## src/rtl/jcr_pkg.sv

```systemverilog
package jcr_pkg;

    localparam int SEL_W = 3;

    typedef enum logic [SEL_W-1:0] {
        MODE_FPGA      = 3'd0,
        MODE_PROM      = 3'd1,
        MODE_FPGA_PROM = 3'd2,
        MODE_PROM_FPGA = 3'd3,
        MODE_FEED      = 3'd4
    } chain_mode_e;

    typedef struct packed {
        chain_mode_e mode;
        logic        err;
    } sel_state_t;

    typedef struct packed {
        logic fpga_tdi;
        logic prom_tdi;
        logic chain_out;
    } route_t;

    function automatic logic sel_legal(input logic [SEL_W-1:0] code);
        return code <= 3'd4;
    endfunction

    function automatic chain_mode_e decode_sel(input logic [SEL_W-1:0] code);
        chain_mode_e m;
        case (code)
            3'd0:    m = MODE_FPGA;
            3'd1:    m = MODE_PROM;
            3'd2:    m = MODE_FPGA_PROM;
            3'd3:    m = MODE_PROM_FPGA;
            default: m = MODE_FEED;
        endcase
        return m;
    endfunction

endpackage

```

## src/rtl/jcr_tck_sync.sv

```systemverilog
module jcr_tck_sync #(
    parameter int STAGES = 2
) (
    input  logic clk,
    input  logic rst_n,
    input  logic tck_raw,
    output logic tck_s
);
    logic [STAGES-1:0] sh_d, sh_q;

    generate
        if (STAGES == 1) begin : g_single
            always_comb sh_d = tck_raw;
        end else begin : g_chain
            always_comb sh_d = {sh_q[STAGES-2:0], tck_raw};
        end
    endgenerate

    // reset to "busy" so no sample happens before TCK has really been seen low
    always_ff @(posedge clk or negedge rst_n) begin
        if (!rst_n) sh_q <= '1;
        else        sh_q <= sh_d;
    end

    assign tck_s = sh_q[STAGES-1];
endmodule

```

## src/rtl/jcr_idle_timer.sv

```systemverilog
module jcr_idle_timer #(
    parameter int IDLE_CYCLES = 8
) (
    input  logic clk,
    input  logic rst_n,
    input  logic tck_s,
    output logic load_en
);
    localparam int CNT_W = $clog2(IDLE_CYCLES + 1);
    localparam logic [CNT_W-1:0] LIMIT = CNT_W'(IDLE_CYCLES);

    logic [CNT_W-1:0] cnt_d, cnt_q;

    always_comb begin
        cnt_d = cnt_q;
        if (tck_s)
            cnt_d = '0;
        else if (cnt_q != LIMIT)
            cnt_d = cnt_q + 1'b1;
    end

    always_ff @(posedge clk or negedge rst_n) begin
        if (!rst_n) cnt_q <= '0;
        else        cnt_q <= cnt_d;
    end

    // a fresh high sample vetoes the load in the same cycle
    assign load_en = (cnt_q == LIMIT) && !tck_s;
endmodule

```

## src/rtl/jcr_mode_reg.sv

```systemverilog
module jcr_mode_reg
    import jcr_pkg::*;
(
    input  logic             clk,
    input  logic             rst_n,
    input  logic             load_en,
    input  logic [SEL_W-1:0] sel_in,
    output chain_mode_e      mode,
    output logic             err
);
    sel_state_t st_d, st_q;

    always_comb begin
        st_d = st_q;
        if (load_en) begin
            st_d.mode = decode_sel(sel_in);
            st_d.err  = !sel_legal(sel_in);
        end
    end

    always_ff @(posedge clk or negedge rst_n) begin
        if (!rst_n) st_q <= '{mode: MODE_FEED, err: 1'b0};
        else        st_q <= st_d;
    end

    assign mode = st_q.mode;
    assign err  = st_q.err;
endmodule

```

## src/rtl/jcr_chain_mux.sv

```systemverilog
module jcr_chain_mux
    import jcr_pkg::*;
(
    input  chain_mode_e mode,
    input  logic        term_en,
    input  logic        up_tdi,
    input  logic        fpga_tdo,
    input  logic        prom_tdo,
    input  logic        dn_tdo,
    output logic        fpga_tdi,
    output logic        prom_tdi,
    output logic        dn_tdi,
    output logic        up_tdo
);
    route_t r;

    always_comb begin
        r = '{fpga_tdi: 1'b1, prom_tdi: 1'b1, chain_out: up_tdi};
        case (mode)
            MODE_FPGA: begin
                r.fpga_tdi  = up_tdi;
                r.chain_out = fpga_tdo;
            end
            MODE_PROM: begin
                r.prom_tdi  = up_tdi;
                r.chain_out = prom_tdo;
            end
            MODE_FPGA_PROM: begin
                r.fpga_tdi  = up_tdi;
                r.prom_tdi  = fpga_tdo;
                r.chain_out = prom_tdo;
            end
            MODE_PROM_FPGA: begin
                r.prom_tdi  = up_tdi;
                r.fpga_tdi  = prom_tdo;
                r.chain_out = fpga_tdo;
            end
            default: ;
        endcase
    end

    assign fpga_tdi = r.fpga_tdi;
    assign prom_tdi = r.prom_tdi;
    assign dn_tdi   = r.chain_out;
    assign up_tdo   = term_en ? r.chain_out : dn_tdo;
endmodule

```

## src/rtl/jtag_chain_router.sv

```systemverilog
module jtag_chain_router
    import jcr_pkg::*;
#(
    parameter int SYNC_STAGES = 2,
    parameter int IDLE_CYCLES = 8
) (
    input  logic             clk,
    input  logic             rst_n,
    input  logic [SEL_W-1:0] sel_in,
    input  logic             term_en,
    input  logic             up_tck,
    input  logic             up_tms,
    input  logic             up_tdi,
    output logic             up_tdo,
    output logic             dn_tck,
    output logic             dn_tms,
    output logic             dn_tdi,
    input  logic             dn_tdo,
    output logic             fpga_tck,
    output logic             fpga_tms,
    output logic             fpga_tdi,
    input  logic             fpga_tdo,
    output logic             prom_tck,
    output logic             prom_tms,
    output logic             prom_tdi,
    input  logic             prom_tdo,
    output logic             sel_err
);
    logic        tck_sync;
    logic        load_en;
    chain_mode_e mode_cur;

    assign dn_tck   = up_tck;
    assign dn_tms   = up_tms;
    assign fpga_tck = up_tck;
    assign fpga_tms = up_tms;
    assign prom_tck = up_tck;
    assign prom_tms = up_tms;

    jcr_tck_sync #(.STAGES(SYNC_STAGES)) u_sync (
        .clk     (clk),
        .rst_n   (rst_n),
        .tck_raw (up_tck),
        .tck_s   (tck_sync)
    );

    jcr_idle_timer #(.IDLE_CYCLES(IDLE_CYCLES)) u_idle (
        .clk     (clk),
        .rst_n   (rst_n),
        .tck_s   (tck_sync),
        .load_en (load_en)
    );

    jcr_mode_reg u_mode (
        .clk     (clk),
        .rst_n   (rst_n),
        .load_en (load_en),
        .sel_in  (sel_in),
        .mode    (mode_cur),
        .err     (sel_err)
    );

    jcr_chain_mux u_mux (
        .mode     (mode_cur),
        .term_en  (term_en),
        .up_tdi   (up_tdi),
        .fpga_tdo (fpga_tdo),
        .prom_tdo (prom_tdo),
        .dn_tdo   (dn_tdo),
        .fpga_tdi (fpga_tdi),
        .prom_tdi (prom_tdi),
        .dn_tdi   (dn_tdi),
        .up_tdo   (up_tdo)
    );
endmodule

```

## config.mk

```make
export PLATFORM = sky130hd
export DESIGN_NAME = jtag_chain_router
export DESIGN_NICKNAME = d
export VERILOG_FILES = /design/src/rtl/jcr_pkg.sv /design/src/rtl/jcr_tck_sync.sv /design/src/rtl/jcr_idle_timer.sv /design/src/rtl/jcr_mode_reg.sv /design/src/rtl/jcr_chain_mux.sv /design/src/rtl/jtag_chain_router.sv
export SDC_FILE = /design/constraint.sdc
export NUM_CORES = 1
export LEC_CHECK = 0
export ABC_CLOCK_PERIOD_IN_PS = 1700
export BUFFER_PORTS_ARGS = -buffer_cell sky130_fd_sc_hd__buf_4
export CAP_MARGIN = 20
export CORE_MARGIN = 2
export CORE_UTILIZATION = 41
export DETAILED_ROUTE_END_ITERATION = 10
export PLACE_DENSITY = 0.69
export RECOVER_POWER = 25
export SLEW_MARGIN = 5
export SYNTH_ARGS = -nofsm -noshare
export SYNTH_HDL_FRONTEND = slang
export SYNTH_SLANG_ARGS = --single-unit
```

## constraint.sdc

```tcl
create_clock -name clk -period 1.7 [get_ports clk]
set_clock_uncertainty 0.1 [all_clocks]
set_input_delay 0.17 -clock clk [delete_from_list [all_inputs] [get_ports clk]]
set_output_delay 0.17 -clock clk [all_outputs]
set_load 0.1 [all_outputs]
```

[After elaboration in Yosys (flattened, before gate mapping)]
Index checks and enable logic that the tools add are counted.
Operators by class
  order comparisons: 1
  eq/ne operators: 8
  muxes and demuxes: 7
  reductions and logical operators: 10
  $add $sub $neg: 1
Operator list (number)
  == test 3 x 2 -> 1 bit, second input constant: 4
  one-hot mux 3 bit (4 select lines): 1
  two-way mux 4 bit: 2
  OR reduction 2 bit: 4
  == test 3 x 1 -> 1 bit, second input constant: 2
  zero test 3 bit: 2
  one-hot mux 1 bit (2 select lines): 3
  adder 4 x 1 -> 4 bit, second input constant: 1
  == test 4 bit, second input constant: 1
  != test 4 bit, second input constant: 1
  <= comparator 3 bit, second input constant: 1
  zero test 1 bit: 2
  nonzero test 2 bit: 1
  logical AND 1 bit: 1
  two-way mux 1 bit: 1
Storage, ports and cells
  output and inout bits: 11
  bits of input ports: 12
  register bits: 10

[Longest topological paths before layout]
Gate-level depths: netlist (run 1).
  word-level depth: 4
  depth in mapped cells: 6

[Modules after synthesis]
A second synthesis (run 1) with hierarchy kept.
Unflattened totals
  cell total of the unflattened synthesis: 58
  area total of the unflattened synthesis: 568.0 µm²
Modules (own cells, without submodules)
  jcr_idle_timer: instances 1, cells each 20, area an instance 219.0 µm², seq. area each 100.1 µm²
  jcr_mode_reg: instances 1, cells each 16, area an instance 160.2 µm², seq. area each 101.3 µm²
  jcr_chain_mux: instances 1, cells each 14, area an instance 91.3 µm², seq. area each 0.0 µm²
  jcr_tck_sync: instances 1, cells each 2, area an instance 52.6 µm², seq. area each 52.6 µm²
  jtag_chain_router: instances 1, cells each 6, area an instance 45.0 µm², seq. area each 0.0 µm²

[Least setup slack after synthesis (run 1)]
OpenSTA, ideal clock, no wires.
  kind: register -> output
  start point: register u_mode.st_q (netlist bit u_mode.mode[0])
  end point: output port dn_tdi
  slack: -742 ps
  stages on the path, launching flop included: 4
  arrival: 2172 ps
  required time: 1430 ps
  cell sequence: dfrtp_1 -> xor2_1 -> mux2i_1 -> mux2i_1
Between the ends
  cells in the longest elaborated chain, start to end: 3
  elaborated cells between the ends (all ways): 7
  those cells by class: 3 x eq/ne; 1 x mux; 3 x reduce/logical
RTL lines
  start: declaration: RTL line jcr_mode_reg.sv:11  | sel_state_t st_d, st_q;
  start signal: assignment: RTL line jcr_mode_reg.sv:22  | if (!rst_n) st_q <= '{mode: MODE_FEED, err: 1'b0};
  start signal: assignment: RTL line jcr_mode_reg.sv:23  | else st_q <= st_d;
  == test 3 x 2 -> 1 bit, or another cell as far along: RTL line jcr_chain_mux.sv:19  | case (mode)
  OR reduction 2 bit (no source line)
  one-hot mux 1 bit (2 select lines) *: RTL line jcr_chain_mux.sv:19
  end: declaration: RTL line jtag_chain_router.sv:17  | output logic dn_tdi,
Mark *: on every way between the ends. The rest lies on a longest branch, timed or not.

[Worst setup path in the final report (run 1)]
  start point: register u_mode.st_q (netlist bit u_mode.mode[1])
  end point: output port dn_tdi
The elaborated chain is that of the path after synthesis.

==> results of run 1 <==
## state kept, by name, summed over array words and instances, names as in the netlist
register      count
u_mode.err        1
u_sync.sh_q       2
u_mode.mode       3
u_idle.cnt_q      4
## where the power goes
group	switching (mW)	internal [mW]
Sequential	0.0164	0.257
Combinational	0.205	0.0938
Clock	0.0779	0.130
Total	0.299	0.481
## metal layers
metal	vias up	routed length (um)
met5	-	0
met4	0	11
met3	2	32
met2	10	513
met1	204	525
li1	218	-
## cell usage after synthesis
| cell type | number | share of area |
|---|---|---|
| xor2_1 | 2 | 0.031 |
| mux2i_1 | 2 | 0.035 |
| nor2b_1 | 1 | 0.011 |
| buf_6 | 1 | 0.020 |
| inv_1 | 6 | 0.039 |
| o21ai_1 | 1 | 0.0087 |
| o21bai_1 | 1 | 0.013 |
| and4bb_4 | 1 | 0.028 |
| ha_1 | 2 | 0.044 |
| mux2_2 | 1 | 0.020 |
| a21o_2 | 1 | 0.015 |
| nand2b_1 | 3 | 0.033 |
| a31oi_1 | 1 | 0.011 |
| nand3_1 | 1 | 0.0087 |
| o21ai_0 | 4 | 0.035 |
| o22ai_1 | 1 | 0.011 |
| buf_4 | 6 | 0.079 |
| nand2_1 | 2 | 0.013 |
| xnor2_1 | 1 | 0.015 |
| nand3b_1 | 2 | 0.026 |
| nor3_1 | 3 | 0.026 |
| o211ai_2 | 1 | 0.022 |
| dfstp_2 | 3 | 0.14 |
| dfrtp_1 | 7 | 0.31 |
| nor2_1 | 2 | 0.013 |
## worst max-delay path by stage
stage | startpoint | end | slack (ns) | cells after the start
after floorplan | u_mode.mode[0] | dn_tdi | -0.31 | 3
after global placement | u_mode.mode[0] | dn_tdi | 0.19 | 4
after detailed placement | u_mode.mode[0] | dn_tdi | 0.17 | 4
after CTS | u_mode.mode[0] | dn_tdi | -0.05 | 4
after global routing | u_mode.mode[1] | dn_tdi | -0.09 | 4
final | u_mode.mode[1] | dn_tdi | -0.03 | 4
## cell families after synthesis
family                   share of synthesized area
AO/OA/AOI/OAI                                0.116
XOR/XNOR                                    0.0459
adder cells (fa/ha/maj)                     0.0437
buffers and inverters                        0.138
flip-flops                                   0.443
multiplexers                                0.0546
AND/OR/NAND/NOR                              0.159
## repair_timing
| action | 4_1_cts | 5_1_grt |
|---|---|---|
| hold buffers | 2 | 0 |
| buffers inserted | 2 | 0 |
| endpoints found under the hold margin | 11 | 0 |
| gates resized for setup | 4 | 4 |
| endpoints found under the setup margin | 2 | 3 |
| pin swaps | 2 | 2 |
## final cells by class
type | instances | area (um^2)
repair buffers | 22 | 186
multi-input cells | 33 | 268
inverters | 6 | 22.5
fillers | 119 | 515
well taps | 15 | 18.8
flip-flops and latches | 10 | 254
clock buffers | 4 | 36.3
## worst reg2reg max path, cell delays in order, from the launching register on
cell	delay, ns
dfrtp_1	0.42
inv_1	0.08
ha_1	0.14
and4bb_4	0.32
mux2_2	0.35
## metrics by stage
step	worst slack, ns	setup TNS (ns)	hold WS [ns]	utilization	cells
after floorplan	-0.310	-0.444	-0.226	-	56
after global placement	0.192	0	-0.0989	0.524	82
after detailed placement	0.173	0	-0.0938	0.524	82
after CTS	-0.0497	-0.0585	0.0518	0.591	90
after global routing	-0.0938	-0.167	0.0644	0.604	90
final	-0.0302	-0.0384	0.0511	0.604	90
==> flow_summary_export.csv, run 1 <==
group,metric,value,unit
critical_path,crit_buf_inv,1,
power,finalPower,780,uW
yosys,yosysUniqueCellTypes,25,
sta,fmax,578,MHz
clock_tree,insertion_delay,0.26,ns
clock_tree,cts_buffers,3,
clock_tree,htree_levels,1,
worst_hold_path,whs_path_depth,3,
grt,grt_use_met1,0.231,
run_status,violations,"negative setup slack",
critical_path,reg2regPathDepth,4,
final_layout,finalNetCount,90,
yosys,synth_seq_area_share,0.443,
grt,antenna_found_initial,0,
sta,rsz0062_at_grt,"true",
critical_path,cpMostUsedCell,"mux2i_2",
job,cap_viol_max_count,0,
grt,grt_pass1_vias,429,
critical_path,endpoint_kind,"output pin",
critical_path,slowest_delay,0.41,ns
critical_path,crit_fanout,2,
critical_path,regToRegSetupSlack,0.23,ns
critical_path,crit_chain,"xor2_2, mux2i_2, mux2i_2, buf_6",
sta,hold_violations,0,
clock_tree,cts_tree,"built",
die,rows,13,
critical_path,crit_slowest_cell,"dfrtp_1",
routing,drc,0,
grt,top_usage_layer,"met2",
run_status,status,"complete, but fails checks",
sta,slew_viol_final,0,
sta,timing.final.ws_setup,-0.0302,ns
grt,overflow,0,
worst_hold_path,hp-class,"in -> reg",
yosys,yosys_warnings,0,
final_layout,design_area,786,um^2
clock_tree,clkTransAtPathRegs,0.07,ns
grt,grt_use_met2,0.250,
routing,wl,1.08,mm
die,io_pins,23,
final_layout,syn_to_final_growth,37.1,%
critical_path,rr_endpoint,"u_mode.mode[2]",
placement,io_buffers,18,
critical_path,cp.required,1.43,ns
grt,grt_pass1_wl,1.84,mm
clock_tree,cts_buffer_depth,2,
sta,fin_crit,1.73,ns
critical_path,worst_setup_path_start_kind,"flip-flop",
yosys,ys_ff_latch,10,
grt,grt_max_degree,13,
worst_hold_path,holdPathEnd,"u_mode.err",
routing,viasPerCell,4.82,
die,start_util,0.440,
clock_tree,cts_root_buffer,"clkbuf_4",
grt,use_met3,0.0160,
sta,max_slew_margin,0.648,
placement,gp_congestion,0.666,
final_layout,final_common_cell,"buf_4",
grt,grtUsageTotal,0.166,
yosys,syn_inst,56,
critical_path,worst_path_dominant_cell_family,"flip-flops",
routing,drt_iter0_drc,4,
yosys,synth_area,573,um^2
critical_path,critPathKind,"reg -> out",
routing,wl_per_cell,12.0,um
worst_hold_path,hp-start,"sel_in[0]",
routing,ant_nets,0,
routing,num_vias,434,
clock_tree,cts_sinks,10,
routing,drtPass1Iterations,4,
die,core,0.00130,mm^2
sta,setup_viol,2,
sta,worst_pin_slew,0.528,ns
power,powerDensity,992,mW/mm^2
placement,dp_hpwl,794,um
power,ir_drop,0.476,mV
die,dieWidth,41.4,um
final_layout,layout-drive-gt1-share,0.480,
die,die-area,0.00171,mm^2
critical_path,rr_startpoint,"u_idle.cnt_q[0]",
final_layout,final_cell_mix,"16 x buf_4, 7 x dfrtp_1, 6 x inv_1, 4 x o21ai_0",
yosys,synth_area_per_cell,10.2,um^2
power,leakage,0.375,nW
die,fp.dieH,41.4,um
sta,fin_crit_sh,1.02,
placement,place_area,682,um^2
final_layout,diodes,0,
yosys,synth_fp_nets,70,
critical_path,arrival,1.46,ns
(Power assumes the default switching activity.)
==> inputs of run 2 (changes only) <==
- BUFFER_PORTS_ARGS: -buffer_cell sky130_fd_sc_hd__buf_4 -> -buffer_cell sky130_fd_sc_hd__buf_2
==> flow_summary_export.csv, run 2 (synthesis results as in run 1) <==
group,metric,value,unit
critical_path,critPathKind,"reg -> out",
grt,antenna_found_initial,0,
final_layout,final_common_cell,"buf_2",
sta,setup_viol,2,
final_layout,finalNetCount,90,
power,powerDensity,1040,mW/mm^2
worst_hold_path,whs_path_depth,3,
clock_tree,cts_sinks,10,
critical_path,cpMostUsedCell,"mux2i_2",
sta,fin_crit,1.76,ns
grt,grt_pass1_vias,379,
placement,post-place-ws,0.191,ns
clock_tree,cts_tree,"built",
sta,fmax,567,MHz
final_layout,largest_register,"u_idle.cnt_q",
final_layout,final_cell_mix,"13 x buf_2, 7 x dfrtp_1, 6 x inv_1, 4 x o21ai_0, 4 x clkbuf_4",
grt,grt_pass1_wl,1.68,mm
job,cap_viol_max_count,0,
sta,hold_ws,0.0758,ns
routing,drt_iter0_drc,8,
placement,io_buffers,18,
die,fp.dieH,41.4,um
critical_path,reg2regPathDepth,4,
die,core,0.00130,mm^2
placement,dp_hpwl,787,um
routing,ant_nets,0,
power,ir_drop,0.536,mV
final_layout,fin_util,0.583,
grt,grt_max_degree,13,
sta,timing.final.ws_setup,-0.0623,ns
routing,drtPass1Iterations,4,
critical_path,crit_chain,"xor2_1, mux2i_2, mux2i_2, buf_12",
clock_tree,insertion_delay,0.26,ns
die,rows,13,
clock_tree,cts_buffer_depth,2,
sta,hold_violations,0,
routing,drc,0,
clock_tree,clkTransAtPathRegs,0.07,ns
sta,max_slew_margin,0.661,
power,finalPower,788,uW
final_layout,largest_reg_flops,4,
die,io_pins,23,
routing,wl,1.16,mm
sta,fin_crit_sh,1.04,
critical_path,crit_fanout,2,
grt,overflow,0,
placement,place_area,682,um^2
die,die-area,0.00171,mm^2
run_status,violations,"negative setup slack",
placement,gp_congestion,0.691,
clock_tree,cts_buffers,3,
critical_path,rr_startpoint,"u_idle.cnt_q[0]",
die,start_util,0.440,
critical_path,worstSetupStartpoint,"u_mode.mode[0]",
routing,viasPerCell,4.76,
routing,num_vias,428,
critical_path,endpoint_kind,"output pin",
critical_path,crit_slowest_cell,"dfrtp_1",
critical_path,arrival,1.49,ns
critical_path,worst_setup_path_start_kind,"flip-flop",
critical_path,slowest_delay,0.39,ns
sta,rsz0062_at_grt,"true",
run_status,status,"complete, but fails checks",
final_layout,diodes,0,
clock_tree,htree_levels,1,
critical_path,cp.required,1.43,ns
sta,slew_viol_final,0,
clock_tree,cts_root_buffer,"clkbuf_4",
grt,grtUsageTotal,0.161,
worst_hold_path,hp-start,"sel_in[0]",
sta,worst_pin_slew,0.509,ns
routing,wl_per_cell,12.9,um
final_layout,layout-drive-gt1-share,0.453,
power,leakage,0.366,nW
final_layout,design_area,758,um^2
die,dieWidth,41.4,um
final_layout,syn_to_final_growth,32.3,%
worst_hold_path,hp-class,"in -> reg",
run 2: cell count changes in the layout (fill, tap and decap cells not counted):
cell      previous run  this run
buf_4               16         2
buf_2                0        13
buf_12               1         3
buf_6                2         0
clkbuf_4             3         4
nor3_1               2         3
nor3_2               1         0
xor2_1               1         2
xor2_2               1         0
run 2: worst paths after layout:
kind,end,slack (ns)
max,dn_tdi,-0.06
min in group asynchronous,u_mode.err,0.29
max in group asynchronous,u_sync.sh_q[1],0.85
min,u_mode.err,0.08
min reg2reg,u_sync.sh_q[1],0.26
max reg2reg,u_mode.mode[2],0.22
run 2: what timing repair did:
action                                  CTS  global route
endpoints found under the setup margin    2             3
setup buffers                             2             0
resized for setup                         0             2
hold endpoints to repair                 11             0
pin swaps                                 2             1
hold buffers                              2             0
run 2: cell type report:
type / count / area [um^2]
well taps: 15 / 18.8
inverters: 6 / 22.5
clock buffers: 4 / 36.3
flip-flops and latches: 10 / 254
multi-input cells: 33 / 255
repair buffers: 22 / 171
fillers: 117 / 543
run 2: per-layer routing:
layer  vias up  wire, um  track usage
met3         0        30       0.0160
met2         8       574        0.242
li1        219         -            -
met5         -         0            0
met4         0         0        0.121
met1       201       553        0.213
run 2: report_power, final:
part           switching [mW]  leakage [nW]  internal (mW)  total, mW
logic                   0.207         0.233         0.0959      0.303
registers              0.0145         0.112          0.257      0.272
clock network          0.0840        0.0210          0.130      0.214
total                   0.305         0.366          0.483      0.788
run 2: critical path, delay by kind of cell (launching register included):
family | cells | cell delay, ns
flip-flops | 1 | 0.39
XOR/XNOR | 1 | 0.22
multiplexers | 2 | 0.43
buffers and inverters | 1 | 0.18
run 2: through the flow:
stage	std cells	setup TNS, ns
4_1_cts	90	-0.0707
3_3_place_gp	82	0
2_1_floorplan	56	-0.444
3_5_place_dp	82	0
6_report	90	-0.108
5_1_grt	90	-0.191
